$ cat config.mk
export PLATFORM = sky130hd
export DESIGN_NAME = agu_hz_rules
export DESIGN_NICKNAME = d
export VERILOG_FILES = /design/src/rtl/agu_hz_pkg.sv /design/src/rtl/agu_hz_rules.sv
export SDC_FILE = /design/constraint.sdc
export NUM_CORES = 1
export LEC_CHECK = 0
export ABC_AREA = 0
export CORE_AREA = 4 4 41 43
export DETAILED_ROUTE_END_ITERATION = 6
export DIE_AREA = 0 0 45 47
export DONT_BUFFER_PORTS = 1
export PLACE_DENSITY = 0.3
export SLEW_MARGIN = 20
export SYNTH_ARGS = -nofsm -noshare
export SYNTH_HDL_FRONTEND = slang
export SYNTH_SLANG_ARGS = --single-unit
$ cat constraint.sdc
create_clock -name vclk -period 1.6
set_input_delay 0.24 -clock vclk [all_inputs]
set_output_delay 0.24 -clock vclk [all_outputs]
set_load 0.03 [all_outputs]
$ cat src/rtl/agu_hz_pkg.sv
package agu_hz_pkg;

  typedef enum logic [2:0] {
    AM_PLAIN    = 3'd0,
    AM_POST_INC = 3'd1,
    AM_POST_DEC = 3'd2,
    AM_POST_OFS = 3'd3,
    AM_IDX_OFS  = 3'd4,
    AM_IDX_LONG = 3'd5
  } amode_e;

  typedef enum logic [1:0] {
    DK_NONE = 2'd0,
    DK_PTR  = 2'd1,
    DK_OFS  = 2'd2,
    DK_MOD  = 2'd3
  } dkind_e;

  typedef enum logic [1:0] {
    OC_WRITE   = 2'd0,
    OC_BITMOD  = 2'd1,
    OC_BITTEST = 2'd2,
    OC_BITBR   = 2'd3
  } opcls_e;

  typedef struct packed {
    dkind_e kind;
    opcls_e cls;
  } prod_t;

  localparam prod_t PROD_BUBBLE = '{kind: DK_NONE, cls: OC_BITTEST};

endpackage

$ cat src/rtl/agu_hz_rules.sv
module agu_hz_rules
  import agu_hz_pkg::*;
#(
  parameter int PTR_W   = 3,
  parameter int NUM_PTR = 5
) (
  input  prod_t            prod,
  input  logic [PTR_W-1:0] prod_ptr,
  input  logic [PTR_W-1:0] cur_ptr,
  input  logic             need_arith,
  input  logic             need_ofs,
  input  logic             need_mod,
  output logic             hz_stall,
  output logic             hz_illegal
);

  logic [NUM_PTR-1:0] prod_sel;
  logic [NUM_PTR-1:0] cur_sel;
  logic               same_ptr;
  logic               is_write;
  logic               ofs_stall;
  logic               ofs_ill;
  logic               ptr_ill;
  logic               mod_ill;

  for (genvar g = 0; g < NUM_PTR; g++) begin : g_ptr_match
    assign prod_sel[g] = (prod_ptr == PTR_W'(g));
    assign cur_sel[g]  = (cur_ptr  == PTR_W'(g));
  end

  always_comb begin
    same_ptr   = |(prod_sel & cur_sel);
    is_write   = (prod.cls == OC_WRITE) || (prod.cls == OC_BITMOD);
    ofs_stall  = (prod.kind == DK_OFS) && (prod.cls == OC_WRITE)  && need_ofs;
    ofs_ill    = (prod.kind == DK_OFS) && (prod.cls == OC_BITMOD) && need_ofs;
    ptr_ill    = (prod.kind == DK_PTR) && is_write && need_arith && same_ptr;
    mod_ill    = (prod.kind == DK_MOD) && is_write && need_mod;
    hz_illegal = ofs_ill | ptr_ill | mod_ill;
    hz_stall   = ofs_stall & ~hz_illegal;
  end

endmodule

==> results.yml, run 1 <==
synthesis:
  synth_cell_types: 12
  ys_seq_area_share_pct: 0
  synthTopCellsByCount: "inv_1, nand2_1, nand2b_1"
  synth_area_leaders: "o41ai_2, and4bb_1, nand2b_1"
  synth_top_area_share_pct: 15.5
  yosys.area.top_type: "o41ai_2"
  syn-instance-count: 15
  yosys_warnings: 0
  syn_avg_cell_area_sq_um: 7.01
  synth_nets: 28
  netlist_area_sq_um: 105
critical_path:
  critPathArrivalTime_ns: 1.02
  worst_setup_path_start_kind: "input port"
  worstPathCellList: "and4bb_1, a31oi_1, o41ai_2, buf_4"
  crit_slowest_cell: "o41ai_2"
  path_class: "in -> out"
  slowest_delay_ns: 0.28
  worstPathMaxFanout: 3
  crit_required_ns: 1.36
  cp-end-kind: "output port"
die:
  die_y_um: 47
  fp.dieW_um: 45
  initial_utilization_pct: 8.08
  rows: 13
  design.core.area_sq_um: 1300
  die_area_sq_um: 2120
  ios: 15
cells_and_area:
  ff_latch_area_sq_um: 0
  clkbuf_count: 0
  antenna_cells: 0
  syn_to_final_growth_pct: 32.1
  drive_above_1_share_pct: 17.6
  nNetsFinal: 32
  utilization_pct: 10.7
  seq_cell_count: 0
outcome:
  status: "finished clean"
routing:
  drt_wl_total_um: 400
  drtIter0Drc: 0
  vias_per_cell: 3.94
  via_count: 126
  drtAntennaViolNets: 0
  wl_per_cell_um: 12.5
  dr.pass1.iters: 1
  post-route-drc-count: 0
sta:
  worst_slew_pin_slew_ns: 0.231
  fmax_mhz: 796
  setup_viol: 0
  fin_setup_tns_ns: 0
  maxSlewViolCount: 0
  fin_crit_sh_pct: 78.6
  finalHoldWorstSlack_ns: 0.665
  rsz0062_at_grt: "false"
  hold_viol_final: 0
  fin_crit_ns: 1.26
  relSlewSlack_pct: 84.4
run:
  drv_cap: 0
worst_hold_path:
  hold_depth: 2
  worstHoldPathType: "in -> out"
clock_tree:
  cts_resized: 0
  post-cts-setup-buffers: 0
  cts_hold_buf: 0
global_routing:
  antenna_found_initial: 0
  grt_pass1_wl_um: 648
  grt_use_total_pct: 4.17
  gr-total-overflow: 0
  grt_pass1_vias: 142
  grt_max_degree: 5
pwr:
  peakVddDrop_v: 0.0000403
  power_mw: 0.0184
  power_leakage_nw: 0.0556
  powerDensity_nw_per_um2: 132
place:
  place_congestion: 0.660
  port_buffers: 0
  hpwl_um: 387
[cells in the final DEF (no fill, tap or decap), drive strengths merged]
master	n
o41ai	1
nand2b	2
nand2	2
nor4	1
nor2	1
buf	2
nand3b	1
a31oi	1
and4bb	1
or2b	1
a211o	1
o2111ai	1
inv	2
[through the flow]
step                      cell area, sq um  std cells  setup slack [ns]
after global placement                 139         32             0.338
after global routing                   139         32             0.292
final                                  139         32             0.343
after detailed placement               139         32             0.354
after floorplan                        105         15             0.122
after CTS                              139         32             0.341
[per-layer routing]
layer	share of wire, %	GRT usage [%]	vias up
li1	-	-	62
met1	38	5.17	50
met2	31	6.50	14
met3	31	2.68	0
met4	0	0	0
met5	0	0	-
[worst max-delay path: cells and delay by family]
kind / cells / cell delay [ns]
AO/OA/AOI/OAI: 2 / 0.33
AND/OR/NAND/NOR: 1 / 0.24
buffers and inverters: 1 / 0.21
[power by group]
part           internal (mW)  leakage [nW]  switching (mW)
logic                0.00997        0.0556         0.00842
clock network              0             0               0
registers                  0             0               0
total                0.00997        0.0556         0.00842
[cells by family after synthesis]
kind of cell           Yosys count  synth area share (%)
AO/OA/AOI/OAI                    4                  38.1
buffers and inverters            2                  7.15
AND/OR/NAND/NOR                  9                  54.8
[area by class of cell]
class                      count  area, sq um
fill                         160         1160
inverter                       2         7.51
multi-input combinational     13         97.6
tap                           15         18.8
timing repair buffer           2         15.0
[final timing paths]
path,startpoint,slack (ns),to
worst min-delay path,prod[1],0.66,hz_stall
worst max-delay path,cur_ptr[1],0.34,hz_illegal
Note: power is estimated with default switching activity, not from simulation.
==> run 2, diff against run 1 <==
==> constraint.sdc (replaced) <==
create_clock -name vclk -period 1.2
set_input_delay 0.18 -clock vclk [all_inputs]
set_output_delay 0.18 -clock vclk [all_outputs]
set_load 0.03 [all_outputs]
==> results.yml, run 2 (synthesized netlist as in run 1, its figures left out) <==
outcome:
  status: "finished clean"
run:
  drv_cap: 0
critical_path:
  slowest_delay_ns: 0.31
  worstPathMaxFanout: 3
  critPathArrivalTime_ns: 0.97
  critPathBufInv: 1
  critical-path-top-delay-family: "compound AO/OA/AOI/OAI gates"
  path_class: "in -> out"
  crit_slowest_cell: "o41ai_4"
  crit_required_ns: 1.02
  worst_setup_path_start_kind: "input port"
  worstPathCellList: "and4bb_1, a31oi_1, o41ai_4, buf_6"
  cp-end-kind: "output port"
die:
  die_area_sq_um: 2120
  ios: 15
  design.core.area_sq_um: 1300
  rows: 13
  fp.dieW_um: 45
  initial_utilization_pct: 8.08
  die_y_um: 47
clock_tree:
  post-cts-setup-buffers: 0
  cts_hold_buf: 0
  cts_resized: 0
global_routing:
  antenna_found_initial: 0
  grt_use_total_pct: 3.30
  grt_pass1_vias: 145
  grt_max_degree: 5
  grt_pass1_wl_um: 538
  gr-total-overflow: 0
cells_and_area:
  seq_cell_count: 0
  nNetsFinal: 32
  ff_latch_area_sq_um: 0
  drive_above_1_share_pct: 23.5
  fill_cells: 157
  syn_to_final_growth_pct: 52.4
  clkbuf_count: 0
  antenna_cells: 0
  multi_input_area_sq_um: 115
  fin_cells: 32
  final_cell_mix: "nand2b_1, inv_1, nand2_1"
routing:
  dr.pass1.iters: 1
  drtIter0Drc: 0
  post-route-drc-count: 0
  drt_wl_total_um: 342
  wl_per_cell_um: 10.7
  vias_per_cell: 4.00
  via_count: 128
  drtAntennaViolNets: 0
pwr:
  peakVddDrop_v: 0.0000516
  powerDensity_nw_per_um2: 186
  power_mw: 0.0298
  power_leakage_nw: 0.0683
sta:
  hold_viol_final: 0
  fmax_mhz: 868
  fin_crit_ns: 1.15
  relSlewSlack_pct: 79.2
  fin_setup_tns_ns: 0
  worst_slew_pin_slew_ns: 0.311
  fin_crit_sh_pct: 96.1
  maxSlewViolCount: 0
  rsz0062_at_grt: "true"
  finalHoldWorstSlack_ns: 0.534
  setup_viol: 0
place:
  dp_cells: 32
  hpwl_um: 339
  port_buffers: 0
  place_congestion: 0.686
worst_hold_path:
  worstHoldPathType: "in -> out"
[run 2: cell count changes in the layout (fill, tap and decap cells not counted)]
| cell | change |
|---|---|
| buf_4 | -1 |
| buf_6 | +1 |
| nor4_1 | -1 |
| nor4_2 | +1 |
| o41ai_2 | -1 |
| o41ai_4 | +1 |
[run 2: final cells by class]
type | count | share of cell area (%)
multi-input cells | 13 | 71.9
repair buffers | 2 | 11.7
well taps | 15 | 11.7
inverters | 2 | 4.69
[run 2: per-layer routing]
metal / GRT usage [%] / wire length (um) / vias up
li1: - / - / 62
met1: 3.82 / 110 / 51
met2: 4.80 / 97 / 15
met3: 3.07 / 134 / 0
met4: 0 / 0 / 0
met5: 0 / 0 / -
[run 2: path summary, 6_finish.rpt]
path	startpoint	to	slack, ns	cells after the start
setup / recovery	cur_ptr[1]	hz_illegal	0.05	4
hold / removal	prod[2]	hz_stall	0.53	2
[run 2: through the flow]
| stage | setup slack [ns] | instance area (sq um) | util, % |
|---|---|---|---|
| final | 0.0474 | 160 | 12.3 |
| after detailed placement | 0.0313 | 156 | 12.0 |
| after global placement | 0.0587 | 156 | 12.0 |
| after CTS | 0.0264 | 156 | 12.0 |
| after floorplan | 0.0219 | 123 | - |
| after global routing | -0.00642 | 160 | 12.3 |
[run 2: report_power, final]
part           leakage (nW)  internal [mW]  total [mW]  switching [mW]
logic                0.0683         0.0156      0.0298          0.0141
registers                 0              0           0               0
clock network             0              0           0               0
